<file path="config.mk">
export PLATFORM = sky130hd
export DESIGN_NAME = mem_lane_fmt
export DESIGN_NICKNAME = d
export VERILOG_FILES = /design/src/rtl/lane_fmt_pkg.sv /design/src/rtl/lane_align_chk.sv /design/src/rtl/lane_store_pack.sv /design/src/rtl/lane_load_unpack.sv /design/src/rtl/mem_lane_fmt.sv
export SDC_FILE = /design/constraint.sdc
export NUM_CORES = 1
export LEC_CHECK = 0
export BUFFER_PORTS_ARGS = -buffer_cell sky130_fd_sc_hd__buf_4
export CAP_MARGIN = 10
export CORE_UTILIZATION = 40
export CTS_CLUSTER_DIAMETER = 120
export DETAILED_ROUTE_END_ITERATION = 7
export HOLD_SLACK_MARGIN = 0.08
export PLACE_DENSITY = 0.62
export SETUP_SLACK_MARGIN = 0.3
export SKIP_CTS_REPAIR_TIMING = 1
export SLEW_MARGIN = 20
export SYNTH_ARGS = -nofsm -noshare
export SYNTH_HDL_FRONTEND = slang
export SYNTH_HIERARCHICAL = 1
export SYNTH_SLANG_ARGS = --single-unit
export TNS_END_PERCENT = 5
</file>
<file path="constraint.sdc">
create_clock -name clk -period 5.7 [get_ports clk]
set_input_delay 1.14 -clock clk [delete_from_list [all_inputs] [get_ports clk]]
set_output_delay 1.14 -clock clk [all_outputs]
set_load 0.005 [all_outputs]
</file>
<file path="src/rtl/lane_fmt_pkg.sv">
`timescale 1ns/1ps
package lane_fmt_pkg;
  typedef enum logic [1:0] {
    SZ_BYTE = 2'd0,
    SZ_HALF = 2'd1,
    SZ_WORD = 2'd2,
    SZ_RSVD = 2'd3
  } acc_size_e;
endpackage

</file>
<file path="src/rtl/lane_align_chk.sv">
`timescale 1ns/1ps
module lane_align_chk
  import lane_fmt_pkg::*;
#(
  parameter int unsigned OFF_W = 2
) (
  input  acc_size_e          size,
  input  logic [OFF_W-1:0]   off,
  output logic               misal
);
  always_comb begin
    case (size)
      SZ_BYTE: misal = 1'b0;
      SZ_HALF: misal = off[0];
      default: misal = |off;
    endcase
  end
endmodule

</file>
<file path="src/rtl/lane_store_pack.sv">
`timescale 1ns/1ps
module lane_store_pack
  import lane_fmt_pkg::*;
#(
  parameter int unsigned DATA_W = 32,
  parameter int unsigned NBYTES = DATA_W / 8,
  parameter int unsigned OFF_W  = $clog2(NBYTES)
) (
  input  logic [DATA_W-1:0] wdata,
  input  acc_size_e         size,
  input  logic [OFF_W-1:0]  off,
  input  logic              rev,
  input  logic              is_store,
  input  logic              misal,
  output logic [DATA_W-1:0] data,
  output logic [NBYTES-1:0] be
);
  logic [15:0] half_v;

  always_comb begin
    half_v = rev ? {wdata[7:0], wdata[15:8]} : wdata[15:0];
  end

  always_comb begin
    data = '0;
    be   = '0;
    case (size)
      SZ_BYTE: begin
        data = {NBYTES{wdata[7:0]}};
        for (int i = 0; i < NBYTES; i++)
          be[i] = ((NBYTES - 1 - i) == int'(off));
      end
      SZ_HALF: begin
        data = {(NBYTES/2){half_v}};
        for (int i = 0; i < NBYTES; i++)
          be[i] = ((NBYTES - 1 - i) == int'(off)) || ((NBYTES - 2 - i) == int'(off));
      end
      default: begin
        for (int j = 0; j < NBYTES; j++)
          data[DATA_W-1-8*j -: 8] = rev ? wdata[8*j +: 8] : wdata[DATA_W-1-8*j -: 8];
        be = '1;
      end
    endcase
    if (!is_store || misal) be = '0;
  end
endmodule

</file>
<file path="src/rtl/lane_load_unpack.sv">
`timescale 1ns/1ps
module lane_load_unpack
  import lane_fmt_pkg::*;
#(
  parameter int unsigned DATA_W = 32,
  parameter int unsigned NBYTES = DATA_W / 8,
  parameter int unsigned OFF_W  = $clog2(NBYTES)
) (
  input  logic [DATA_W-1:0] rdata,
  input  acc_size_e         size,
  input  logic [OFF_W-1:0]  off,
  input  logic              sgn,
  input  logic              rev,
  input  logic              misal,
  output logic [DATA_W-1:0] data
);
  logic [7:0]       lane [NBYTES];
  logic [OFF_W-1:0] off_nx;
  logic [7:0]       b_sel, h_hi, h_lo;

  always_comb begin
    for (int i = 0; i < NBYTES; i++)
      lane[i] = rdata[DATA_W-1-8*i -: 8];
  end

  always_comb begin
    off_nx = off + 1'b1;
    b_sel  = lane[off];
    h_hi   = rev ? lane[off_nx] : lane[off];
    h_lo   = rev ? lane[off]    : lane[off_nx];
  end

  always_comb begin
    data = '0;
    case (size)
      SZ_BYTE: data = {{(DATA_W-8){sgn & b_sel[7]}}, b_sel};
      SZ_HALF: data = {{(DATA_W-16){sgn & h_hi[7]}}, h_hi, h_lo};
      default: begin
        for (int j = 0; j < NBYTES; j++)
          data[DATA_W-1-8*j -: 8] = rev ? lane[NBYTES-1-j] : lane[j];
      end
    endcase
    if (misal) data = '0;
  end
endmodule

</file>
<file path="src/rtl/mem_lane_fmt.sv">
`timescale 1ns/1ps
module mem_lane_fmt
  import lane_fmt_pkg::*;
#(
  parameter int unsigned DATA_W = 32,
  localparam int unsigned NBYTES = DATA_W / 8,
  localparam int unsigned OFF_W  = $clog2(NBYTES)
) (
  input  logic              clk,
  input  logic              rst_n,
  input  logic              req_valid,
  input  logic              req_store,
  input  logic [1:0]        req_size,
  input  logic              req_signed,
  input  logic              req_rev,
  input  logic [OFF_W-1:0]  req_off,
  input  logic [DATA_W-1:0] req_wdata,
  output logic              mem_valid,
  output logic              mem_we,
  output logic [NBYTES-1:0] mem_be,
  output logic [DATA_W-1:0] mem_wdata,
  output logic              acc_misalign,
  input  logic [DATA_W-1:0] mem_rdata,
  output logic              ld_valid,
  output logic [DATA_W-1:0] ld_data,
  output logic              ld_misalign
);
  // reset: asserted asynchronously, released on the clock
  logic [1:0] rst_sync_q;
  logic       rst_ln;

  always_ff @(posedge clk or negedge rst_n) begin
    if (!rst_n) rst_sync_q <= 2'b00;
    else        rst_sync_q <= {rst_sync_q[0], 1'b1};
  end
  assign rst_ln = rst_sync_q[1];

  // ---------------- stage 1: request capture ----------------
  acc_size_e         req_size_e;
  logic              req_misal;
  logic [DATA_W-1:0] pack_data;
  logic [NBYTES-1:0] pack_be;

  assign req_size_e = acc_size_e'(req_size);

  lane_align_chk #(.OFF_W(OFF_W)) u_align (
    .size  (req_size_e),
    .off   (req_off),
    .misal (req_misal)
  );

  lane_store_pack #(.DATA_W(DATA_W), .NBYTES(NBYTES), .OFF_W(OFF_W)) u_pack (
    .wdata    (req_wdata),
    .size     (req_size_e),
    .off      (req_off),
    .rev      (req_rev),
    .is_store (req_store),
    .misal    (req_misal),
    .data     (pack_data),
    .be       (pack_be)
  );

  logic              s1_valid_d, s1_ce;
  logic              s1_valid_q, s1_store_q, s1_sgn_q, s1_rev_q, s1_mis_q;
  acc_size_e         s1_size_q;
  logic [OFF_W-1:0]  s1_off_q;
  logic [NBYTES-1:0] s1_be_q;
  logic [DATA_W-1:0] s1_wdata_q;

  always_comb begin
    s1_valid_d = req_valid;
    s1_ce      = req_valid;
  end

  always_ff @(posedge clk or negedge rst_ln) begin
    if (!rst_ln) s1_valid_q <= 1'b0;
    else         s1_valid_q <= s1_valid_d;
  end

  always_ff @(posedge clk or negedge rst_ln) begin
    if (!rst_ln) begin
      s1_store_q <= 1'b0;
      s1_sgn_q   <= 1'b0;
      s1_rev_q   <= 1'b0;
      s1_mis_q   <= 1'b0;
      s1_size_q  <= SZ_BYTE;
      s1_off_q   <= '0;
      s1_be_q    <= '0;
      s1_wdata_q <= '0;
    end else if (s1_ce) begin
      s1_store_q <= req_store;
      s1_sgn_q   <= req_signed;
      s1_rev_q   <= req_rev;
      s1_mis_q   <= req_misal;
      s1_size_q  <= req_size_e;
      s1_off_q   <= req_off;
      s1_be_q    <= pack_be;
      s1_wdata_q <= pack_data;
    end
  end

  assign mem_valid    = s1_valid_q;
  assign mem_we       = s1_valid_q & s1_store_q & ~s1_mis_q;
  assign mem_be       = s1_valid_q ? s1_be_q : '0;
  assign mem_wdata    = s1_wdata_q;
  assign acc_misalign = s1_valid_q & s1_mis_q;

  // ---------------- stage 2: data return and format ----------------
  logic              s2_valid_d, s2_ce;
  logic              s2_valid_q, s2_sgn_q, s2_rev_q, s2_mis_q;
  acc_size_e         s2_size_q;
  logic [OFF_W-1:0]  s2_off_q;
  logic [DATA_W-1:0] s2_rdata_q;

  always_comb begin
    s2_valid_d = s1_valid_q & ~s1_store_q;
    s2_ce      = s2_valid_d;
  end

  always_ff @(posedge clk or negedge rst_ln) begin
    if (!rst_ln) s2_valid_q <= 1'b0;
    else         s2_valid_q <= s2_valid_d;
  end

  always_ff @(posedge clk or negedge rst_ln) begin
    if (!rst_ln) begin
      s2_sgn_q   <= 1'b0;
      s2_rev_q   <= 1'b0;
      s2_mis_q   <= 1'b0;
      s2_size_q  <= SZ_BYTE;
      s2_off_q   <= '0;
      s2_rdata_q <= '0;
    end else if (s2_ce) begin
      s2_sgn_q   <= s1_sgn_q;
      s2_rev_q   <= s1_rev_q;
      s2_mis_q   <= s1_mis_q;
      s2_size_q  <= s1_size_q;
      s2_off_q   <= s1_off_q;
      s2_rdata_q <= mem_rdata;
    end
  end

  lane_load_unpack #(.DATA_W(DATA_W), .NBYTES(NBYTES), .OFF_W(OFF_W)) u_unpack (
    .rdata (s2_rdata_q),
    .size  (s2_size_q),
    .off   (s2_off_q),
    .sgn   (s2_sgn_q),
    .rev   (s2_rev_q),
    .misal (s2_mis_q),
    .data  (ld_data)
  );

  assign ld_valid    = s2_valid_q;
  assign ld_misalign = s2_valid_q & s2_mis_q;

  // ---------------- assertions ----------------

  misal_no_write_chk: assert property (@(posedge clk) disable iff (!rst_ln)
    acc_misalign |-> (mem_be == '0) && !mem_we);


  be_shape_chk: assert property (@(posedge clk) disable iff (!rst_ln)
    mem_we |-> ($countones(mem_be) == 1) || ($countones(mem_be) == 2) || ($countones(mem_be) == NBYTES));


  mem_follows_req_chk: assert property (@(posedge clk) disable iff (!rst_ln)
    mem_valid |-> $past(req_valid));


  ld_follows_mem_chk: assert property (@(posedge clk) disable iff (!rst_ln)
    ld_valid |-> $past(mem_valid && !mem_we && (mem_be == '0)));


  zero_fill_chk: assert property (@(posedge clk) disable iff (!rst_ln)
    (ld_valid && (s2_size_q == SZ_BYTE) && !s2_sgn_q) |-> (ld_data[DATA_W-1:8] == '0));


  sign_fill_chk: assert property (@(posedge clk) disable iff (!rst_ln)
    (ld_valid && (s2_size_q == SZ_HALF) && s2_sgn_q && !s2_mis_q) |->
      ((ld_data[DATA_W-1:15] == '0) || (ld_data[DATA_W-1:15] == '1)));
endmodule

</file>
==> results of run 1 <==
## cell usage after synthesis (all sizes together)
| library cell | instances | area [um2] |
|---|---|---|
| a211oi | 8 | 75.08 |
| a21boi | 1 | 7.510 |
| a21oi | 52 | 260.3 |
| a22oi | 1 | 12.51 |
| a311o | 1 | 10.01 |
| a31o | 1 | 8.760 |
| a32oi | 6 | 52.55 |
| and2 | 7 | 50.05 |
| and2b | 2 | 17.52 |
| and3 | 2 | 12.51 |
| buf | 36 | 289.0 |
| clkbuf | 10 | 38.78 |
| conb | 1 | 3.750 |
| dfrtp | 87 | 2177 |
| ha | 4 | 50.05 |
| inv | 5 | 18.77 |
| mux2 | 90 | 1160 |
| mux2i | 52 | 533.0 |
| mux4 | 6 | 146.4 |
| nand2 | 17 | 63.81 |
| nand2b | 5 | 31.28 |
| nand3 | 2 | 10.01 |
| nand3b | 3 | 22.52 |
| nor2 | 37 | 138.9 |
| nor2b | 8 | 57.55 |
| nor3 | 14 | 70.07 |
| nor3b | 7 | 57.55 |
| nor4b | 1 | 8.760 |
| o21a | 15 | 112.6 |
| o21ai | 24 | 157.6 |
| o21ba | 1 | 10.01 |
| o21bai | 1 | 11.26 |
| o22ai | 22 | 137.6 |
| o31a | 1 | 8.760 |
| o32ai | 7 | 61.31 |
| or2 | 2 | 12.51 |
| or2b | 1 | 7.510 |
| or3 | 8 | 50.05 |
| or3b | 1 | 8.760 |
| xnor2 | 1 | 8.760 |
## area by class of cell
cell class	instances	area share [%]
Multi-Input combinational cell	412	47.17
Sequential cell	87	29.86
Timing Repair Buffer	150	15.40
Tap cell	184	3.149
Clock buffer	9	3.081
Clock inverter	7	1.078
Inverter	5	0.2567
## layout by cell type (no fill, tap or decap), types with 2 or more instances in the layout
cell,instances
buf_4,150
dfrtp_1,84
a21oi_1,52
mux2_2,51
mux2i_1,51
mux2_4,39
nor2_1,37
o22ai_1,22
nand2_1,17
o21a_1,15
nor3_1,14
o21ai_0,13
o21ai_2,10
clkbuf_16,9
or3_1,8
nor2b_1,7
o32ai_1,7
a32oi_1,6
nor3b_1,6
and2_2,5
nand2b_1,5
a211oi_1,5
ha_1,4
clkinv_4,3
a211oi_2,3
inv_1,3
nand3b_1,3
mux4_2,3
mux4_1,3
and2_1,2
inv_6,2
dfrtp_2,2
inv_2,2
or2_1,2
and3_1,2
nand3_1,2
## critical path, delay by kind of cell, from the launching register on
| family | cells | cell delay (ns) |
|---|---|---|
| AOI/OAI and AO/OA | 2 | 1.17 |
| buffers and inverters | 1 | 0.22 |
| DFF | 1 | 1.03 |
| muxes | 2 | 0.69 |
## worst min path at each step
stage                  startpoint  slack [ns]        endpoint  depth (start not counted)
global placement    rst_sync_q[1]        0.25  s2_rdata_q[10]                          0
CTS                 rst_sync_q[1]        0.26  s2_rdata_q[11]                          0
finish              rst_sync_q[1]        0.25  s2_rdata_q[11]                          0
floorplan           rst_sync_q[0]        0.33   rst_sync_q[1]                          0
global route        rst_sync_q[1]        0.29   s2_rdata_q[3]                          0
detailed placement  rst_sync_q[1]        0.26   s2_rdata_q[3]                          0
## layer usage
| layer | track usage (%) | up-vias | part of all wire (%) |
|---|---|---|---|
| met5 | 0 | - | 0 |
| met4 | 8.036 | 0 | 1.4 |
| met3 | 5.082 | 17 | 5.8 |
| met1 | 30.14 | 2384 | 45 |
| li1 | - | 2271 | - |
| met2 | 33.98 | 148 | 48 |
## flip-flops by register name, summed over array words and instances, names as in the netlist, 2 cells and up
signal and cells:
s1_off_q 2, rst_sync_q 2, s1_be_q 4, s2_rdata_q 32
s2_size_q 2, s1_size_q 2, mem_wdata 32, s2_off_q 2
## report_power, final
part / internal (mW) / switching [mW] / total [mW] / leakage (nW)
clock: 0.344 / 0.257 / 0.602 / 0.150
combinational: 0.563 / 0.452 / 1.02 / 2.13
sequential: 0.716 / 0.177 / 0.893 / 1.01
## cell families after synthesis
family / Yosys count / synth area share (%)
AND/OR/NAND/NOR: 117 / 10.37
AO/OA/AOI/OAI: 141 / 15.51
flip-flops: 87 / 36.46
multiplexers: 148 / 30.80
XOR/XNOR: 1 / 0.1467
other: 1 / 0.06281
adder cells (fa/ha/maj): 4 / 0.8383
buffers and inverters: 51 / 5.804
## metrics by stage
stage | util (%) | hold WS (ns)
6_report | 50.30 | 0.2468
5_1_grt | 50.30 | 0.2852
4_1_cts | 50.29 | 0.2623
3_5_place_dp | 48.20 | 0.2572
3_3_place_gp | 48.20 | 0.2495
2_1_floorplan | - | 0.3312
==> run_results.csv, run 1 <==
group,metric,value,unit
routing,dr_total_vias,4820,
die,die_area,0.01542,mm2
die,io-pin-count,147,
sta,timing.fmax,216.7,MHz
die,fp.dieW,124.2,um
setup_path,slowest_stage,"dfrtp_2",
die,std_cell_rows,44,
setup_path,regToRegSetupSlack,3.98,ns
setup_path,worstPathMaxFanout,49,
clock_network,cts_made_buffers,9,
sta,min_period,4.615,ns
setup_path,crit_chain,"mux2i_1 -> mux2i_1 -> a22oi_2 -> o21ai_0 -> buf_4",
yosys,yosysUniqueCellTypes,57,
sta,tightest_slew,1.134,ns
placed_design,placedCellCount,838,
routing,initialDrtViolationCount,486,
placed_design,numPortBuffers,146,
global_routing,overflow,0,
routing,firstDrtPassIters,6,
pwr,p_per_area,343.4,mW/mm2
placed_design,placed_area,0.007005,mm2
layout,design_area,0.007311,mm2
clock_network,cts_max_path_buffers,2,
layout,fillers,1349,
setup_path,r2r-end,"s2_rdata_q[10]",
setup_path,endpoint,"ld_data[16]",
sta,slew_viol_final,0,
sta,finClkSkew,0.01058,ns
routing,post_drt_via_cell_ratio,5.644,
pwr,max-vdd-ir-drop,0.0001378,V
setup_path,crit_top_cell,"mux2i_1",
setup_path,required,4.56,ns
global_routing,grt_first_pass_wirelength,25540,um
setup_path,max_stage_delay,1.03,ns
setup_path,cp-end-kind,"output port",
global_routing,grt_pass1_vias,4752,
setup_path,critPathKind,"flip-flop to output port",
yosys,synth_cells,550,
routing,finalWirelength,16420,um
clock_network,clock_latency,0.34,ns
setup_path,worstReg2RegStart,"s1_store_q",
setup_path,cp.arrival,3.48,ns
placed_design,dp_hpwl,11570,um
clock_network,htreeDepth,3,
setup_path,crit_start,"s2_off_q[1]",
die,start_util,41.08,%
die,die_h,124.2,um
routing,drc,0,
setup_path,start_kind,"flip-flop",
setup_path,ff2ff_path_depth,2,
global_routing,grt.total_usage,22.07,%
clock_network,cts_tree,"built",
clock_network,clkSinkCount,87,
layout,fin_cells,854,
placed_design,pre_cts_slack,1.491,ns
yosys,avgSynthCellArea,10.86,um2
yosys,yosys_register_bits,87,
sta,setup_viol,0,
pwr,finalPower,2.511,mW
routing,routedWlPerCell,19.22,um
min_path,hp-class,"flip-flop to asynchronous set/reset pin",
clock_network,clk_pin_slew,0.07,ns
sta,worst_slack,1.085,ns
routing,drt.antenna.violating_nets,0,
sta,timing.slew.headroom,24.37,%
yosys,synth_fp_nets,628,
layout,n_antenna_cell,0,
layout,area_growth,22.44,%
sta,hold_viol_final,0,
job,timing.max_cap.violations,0,
placed_design,gp_congestion,0.8324,
yosys,yosysWarningCount,6,
yosys,syn-cell-area,0.005971,mm2
sta,fin_crit_sh,80.97,%
global_routing,grt_start_max_net_pins,60,
layout,multiInputGateArea,0.003448,mm2
global_routing,antenna_found_initial,0,
sta,fin_setup_tns,0,ns
layout,drive_above_1_share,43.28,%
die,coreArea,0.01453,mm2
clock_network,cts_root_buffer,"clkbuf_16",
layout,fin_nets,743,
layout,seq_area,0.002183,mm2
yosys,seq_area_frac_synth,36.46,%
run_status,status,"finished clean",
pwr,p_leak,3.290,nW
sta,rsz0062_at_grt,"no",
No activity file was read; power rests on OpenSTA's default activity.
==> run 2, diff against run 1 <==
--- a/config.mk
+++ b/config.mk
@@ -11,7 +11,7 @@
 export CTS_CLUSTER_DIAMETER = 120
 export DETAILED_ROUTE_END_ITERATION = 7
 export HOLD_SLACK_MARGIN = 0.08
-export PLACE_DENSITY = 0.62
+export PLACE_DENSITY = 0.64
 export SETUP_SLACK_MARGIN = 0.3
 export SKIP_CTS_REPAIR_TIMING = 1
 export SLEW_MARGIN = 20
==> constraint.sdc (replaced) <==
create_clock -name clk -period 3.95 [get_ports clk]
set_input_delay 0.79 -clock clk [delete_from_list [all_inputs] [get_ports clk]]
set_output_delay 0.79 -clock clk [all_outputs]
set_load 0.005 [all_outputs]
==> run_results.csv, run 2 (synthesis gave the netlist of run 1 again) <==
group,metric,value,unit
run_status,status,"finished clean",
clock_network,cts_max_path_buffers,2,
die,coreArea,0.01453,mm2
sta,hold_viol_final,0,
routing,met3_length,1266,um
routing,post_drt_via_cell_ratio,5.745,
setup_path,worstPathMaxFanout,17,
routing,dr_total_vias,4935,
setup_path,critPathKind,"flip-flop to output port",
global_routing,grt_start_max_net_pins,62,
routing,topRoutingLayerUsed,"met4",
routing,firstDrtPassIters,5,
layout,drive_above_1_share,43.41,%
clock_network,htreeDepth,3,
min_path,hp-class,"input pin to asynchronous set/reset pin",
routing,wl_met2,8002,um
placed_design,placedCellCount,843,
sta,fin_setup_tns,0,ns
layout,layout_common_cells,"155 x buf_4, 85 x dfrtp_1, 52 x a21oi_1",
setup_path,start_kind,"flip-flop",
job,timing.max_cap.violations,0,
routing,routedWlPerCell,18.90,um
sta,fin_crit_sh,87.58,%
sta,setup_viol,0,
clock_network,cts_root_buffer,"clkbuf_16",
sta,finClkSkew,0.007473,ns
sta,min_period,3.460,ns
die,std_cell_rows,44,
sta,tightest_slew,0.9588,ns
layout,fin_cells,859,
global_routing,overflow,0,
die,start_util,41.08,%
placed_design,gp_congestion,0.8894,
global_routing,grt_first_pass_wirelength,25270,um
routing,drc,0,
routing,initialDrtViolationCount,305,
layout,layout_commonest_cell,"buf_4",
sta,rsz0062_at_grt,"no",
setup_path,cp.arrival,2.67,ns
clock_network,cts_made_buffers,9,
sta,timing.slew.headroom,36.08,%
sta,timing.fmax,289.1,MHz
global_routing,grt_pass1_vias,4949,
layout,fillers,1337,
pwr,max-vdd-ir-drop,0.0002927,V
setup_path,cp-end-kind,"output port",
die,die_h,124.2,um
die,fp.dieW,124.2,um
clock_network,clkSinkCount,87,
sta,slew_viol_final,0,
layout,fin_nets,748,
layout,seq_area,0.002182,mm2
pwr,p_leak,3.311,nW
placed_design,numPortBuffers,146,
clock_network,cts_tree,"built",
routing,drt.antenna.violating_nets,0,
layout,n_antenna_cell,0,
die,die_area,0.01542,mm2
global_routing,antenna_found_initial,0,
clock_network,clock_latency,0.35,ns
layout,multiInputGateArea,0.003447,mm2
setup_path,required,3.16,ns
layout,area_growth,22.78,%
routing,met1_length,6683,um
placed_design,dp_hpwl,11410,um
die,io-pin-count,147,
routing,finalWirelength,16230,um
clock_network,clk_pin_slew,0.06,ns
pwr,p_per_area,489.6,mW/mm2
global_routing,grt.total_usage,21.57,%
==> run 2: changes by cell type in the layout (fill, tap and decap cells not counted) <==
cell	change
clkinv_2	+1
or2b_2	-1
dfrtp_1	+1
bufinv_16	-1
clkbuf_8	+2
or2b_1	+1
inv_6	+1
clkinv_4	-3
buf_4	+5
dfrtp_2	-1
==> run 2: area by class of cell <==
cell class,instances,area share (%)
multi-input cells,412,47.02
flip-flops and latches,87,29.77
repair buffers,155,15.87
clock buffers,11,3.448
well taps,184,3.140
clock inverters,5,0.4950
inverters,5,0.2560
==> run 2: power breakdown <==
part	internal, mW	leakage, nW	total [mW]	switching (mW)
registers	1.03	1.01	1.23	0.199
clock network	0.465	0.147	0.833	0.368
logic	0.825	2.15	1.52	0.698
==> run 2: worst paths after layout <==
path                                    start             end  slack (ns)  cells past startpoint
worst max-delay path             s2_size_q[1]     ld_data[29]        0.49                      6
worst min-delay path                    rst_n   rst_sync_q[1]        0.21                      1
worst max register to register     s1_store_q  s2_rdata_q[13]        2.22                      2
worst min register to register  rst_sync_q[0]   rst_sync_q[1]        0.35                      0
max in group asynchronous       rst_sync_q[1]        s2_rev_q        2.62                      1
min in group clk                rst_sync_q[0]   rst_sync_q[1]        0.35                      0
==> run 2: critical path: stages, from the launching register on <==
cell	delay, ns
dfrtp_1	0.69
or2_1	0.36
nor3b_2	0.09
a22oi_2	0.69
buf_4	0.28
o21ai_2	0.06
buf_4	0.14
==> run 2: metrics by stage <==
stage | worst slack, ns | cell area [um2] | hold WS [ns] | power [mW] | util [%]
2_1_floorplan | 1.347 | 5971 | 0.3312 | 2.213 | -
3_3_place_gp | 0.9568 | 7042 | 0.3390 | 2.722 | 48.45
3_5_place_dp | 0.8842 | 7042 | 0.3402 | 2.760 | 48.45
4_1_cts | 0.4974 | 7331 | 0.1988 | 3.613 | 50.44
5_1_grt | 0.3248 | 7331 | 0.1959 | 3.800 | 50.44
6_report | 0.4905 | 7331 | 0.2128 | 3.589 | 50.44
==> run 2: per-layer routing <==
| layer | GRT usage (%) | vias up |
|---|---|---|
| li1 | - | 2270 |
| met1 | 26.08 | 2454 |
| met2 | 35.88 | 187 |
| met3 | 7.143 | 24 |
| met4 | 7.217 | 0 |
| met5 | 0 | - |
==> run 3, diff against run 2 <==
--- a/config.mk
+++ b/config.mk
@@ -8,7 +8,7 @@
 export BUFFER_PORTS_ARGS = -buffer_cell sky130_fd_sc_hd__buf_4
 export CAP_MARGIN = 10
 export CORE_UTILIZATION = 40
-export CTS_CLUSTER_DIAMETER = 120
+export CTS_CLUSTER_DIAMETER = 50
 export DETAILED_ROUTE_END_ITERATION = 7
 export HOLD_SLACK_MARGIN = 0.08
 export PLACE_DENSITY = 0.64
==> constraint.sdc (replaced) <==
create_clock -name clk -period 2.93 [get_ports clk]
set_input_delay 0.586 -clock clk [delete_from_list [all_inputs] [get_ports clk]]
set_output_delay 0.586 -clock clk [all_outputs]
set_load 0.005 [all_outputs]
==> run_results.csv, run 3 (synthesis gave the netlist of run 1 again) <==
group,metric,value,unit
routing,finalWirelength,17330,um
min_path,whs_path_depth,0,
sta,finClkSkew,0.008682,ns
layout,layout_common_cells,"157 x buf_4, 83 x dfrtp_1, 51 x mux2_2, 51 x a21oi_1, 49 x mux2i_1",
layout,area_growth,28.29,%
job,timing.max_cap.violations,0,
setup_path,crit_chain,"buf_12 -> clkbuf_16 -> or3_1 -> a32oi_1 -> o32ai_1 -> buf_4",
clock_network,clk_pin_slew,0.06,ns
routing,drt.antenna.violating_nets,0,
placed_design,placed_area,0.007069,mm2
global_routing,overflow,0,
setup_path,cp_num_buf_inv,3,
routing,post_drt_via_cell_ratio,5.814,
layout,fin_nets,762,
placed_design,gp_congestion,0.8390,
setup_path,crit_family,"flip-flops",
die,io-pin-count,147,
run_status,status,"finished clean",
setup_path,max_stage_delay,0.59,ns
sta,fin_crit_sh,94.44,%
layout,fillers,1313,
layout,n_antenna_cell,0,
global_routing,grt_pass1_vias,4753,
min_path,hp-class,"flip-flop to flip-flop",
pwr,finalPower,5.235,mW
die,die_area,0.01542,mm2
sta,tightest_slew,0.8927,ns
placed_design,dp_hpwl,11480,um
setup_path,cp-end-kind,"output port",
layout,design_area,0.007660,mm2
min_path,min_from,"rst_sync_q[0]",
setup_path,slowest_stage,"dfrtp_4",
pwr,max-vdd-ir-drop,0.0003381,V
sta,rsz0062_at_grt,"yes",
clock_network,cts_max_path_buffers,2,
routing,drc,0,
sta,timing.fmax,361.4,MHz
die,std_cell_rows,44,
die,start_util,41.08,%
pwr,p_leak,3.448,nW
layout,fin_util,52.70,%
clock_network,cts_tree,"built",
sta,hold_viol_final,0,
sta,fin_setup_tns,0,ns
sta,slew_viol_final,0,
sta,worst_slack,0.1628,ns
global_routing,grt_first_pass_wirelength,25250,um
setup_path,start_kind,"flip-flop",
clock_network,htreeDepth,3,
sta,timing.slew.headroom,40.49,%
routing,initialDrtViolationCount,392,
die,fp.dieW,124.2,um
setup_path,ff2ff_path_depth,2,
layout,layout_commonest_cell,"buf_4",
clock_network,clkSinkCount,87,
pwr,p_per_area,683.5,mW/mm2
routing,routedWlPerCell,19.85,um
global_routing,antenna_found_initial,0,
clock_network,clock_latency,0.36,ns
layout,drive_above_1_share,45.72,%
routing,firstDrtPassIters,5,
setup_path,r2r-end,"s2_rdata_q[11]",
die,coreArea,0.01453,mm2
setup_path,regToRegSetupSlack,1.19,ns
die,die_h,124.2,um
placed_design,pre_cts_slack,0.2712,ns
global_routing,grt_start_max_net_pins,51,
placed_design,placedCellCount,845,
global_routing,grt.total_usage,21.50,%
sta,setup_viol,0,
setup_path,cp.arrival,2.18,ns
layout,fin_cells,873,
min_path,min_to,"rst_sync_q[1]",
routing,dr_total_vias,5076,
sta,min_period,2.767,ns
placed_design,numPortBuffers,146,
clock_network,cts_made_buffers,9,
setup_path,critPathKind,"flip-flop to output port",
setup_path,worstReg2RegStart,"s1_store_q",
sta,hold-worst-slack,0.3513,ns
setup_path,required,2.34,ns
setup_path,worstPathMaxFanout,8,
clock_network,cts_root_buffer,"clkbuf_16",
## run 3: area by class of cell
class / instances / area [um2] / area share (%)
repair buffers: 169 / 1394 / 18.20
clock inverters: 4 / 77.57 / 1.013
well taps: 184 / 230.2 / 3.006
inverters: 5 / 18.77 / 0.2450
clock buffers: 12 / 246.5 / 3.218
flip-flops and latches: 87 / 2190 / 28.59
multi-input cells: 412 / 3503 / 45.74
## run 3: how the worst max path moves through the flow
stage                  startpoint     endpoint  slack [ns]  cells past startpoint
finish                s2_off_q[1]   ld_data[1]        0.16                      6
detailed placement       s2_rev_q  ld_data[17]        0.27                      7
CTS                      s2_rev_q  ld_data[17]       -0.13                      7
global route          s2_off_q[1]  ld_data[14]        0.11                      7
floorplan           rst_sync_q[1]     ld_valid        0.33                      0
global placement         s2_rev_q  ld_data[31]        0.35                      7
## run 3: per-layer routing
metal	GRT usage [%]	part of all wire, %
met1	26.21	42
met2	36.22	49
met3	7.143	7.7
met4	5.580	1.4
met5	0	0
## run 3: worst register-to-register path: stages, from the launching register on
cell     delay (ns)
dfrtp_1        0.39
and2b_4        0.82
mux2_4         0.41
## run 3: where the power goes
| group | total, mW | internal (mW) | switching, mW |
|---|---|---|---|
| Sequential | 1.69 | 1.40 | 0.292 |
| Clock | 1.28 | 0.778 | 0.498 |
| Combinational | 2.27 | 1.26 | 1.01 |
| Total | 5.24 | 3.44 | 1.80 |
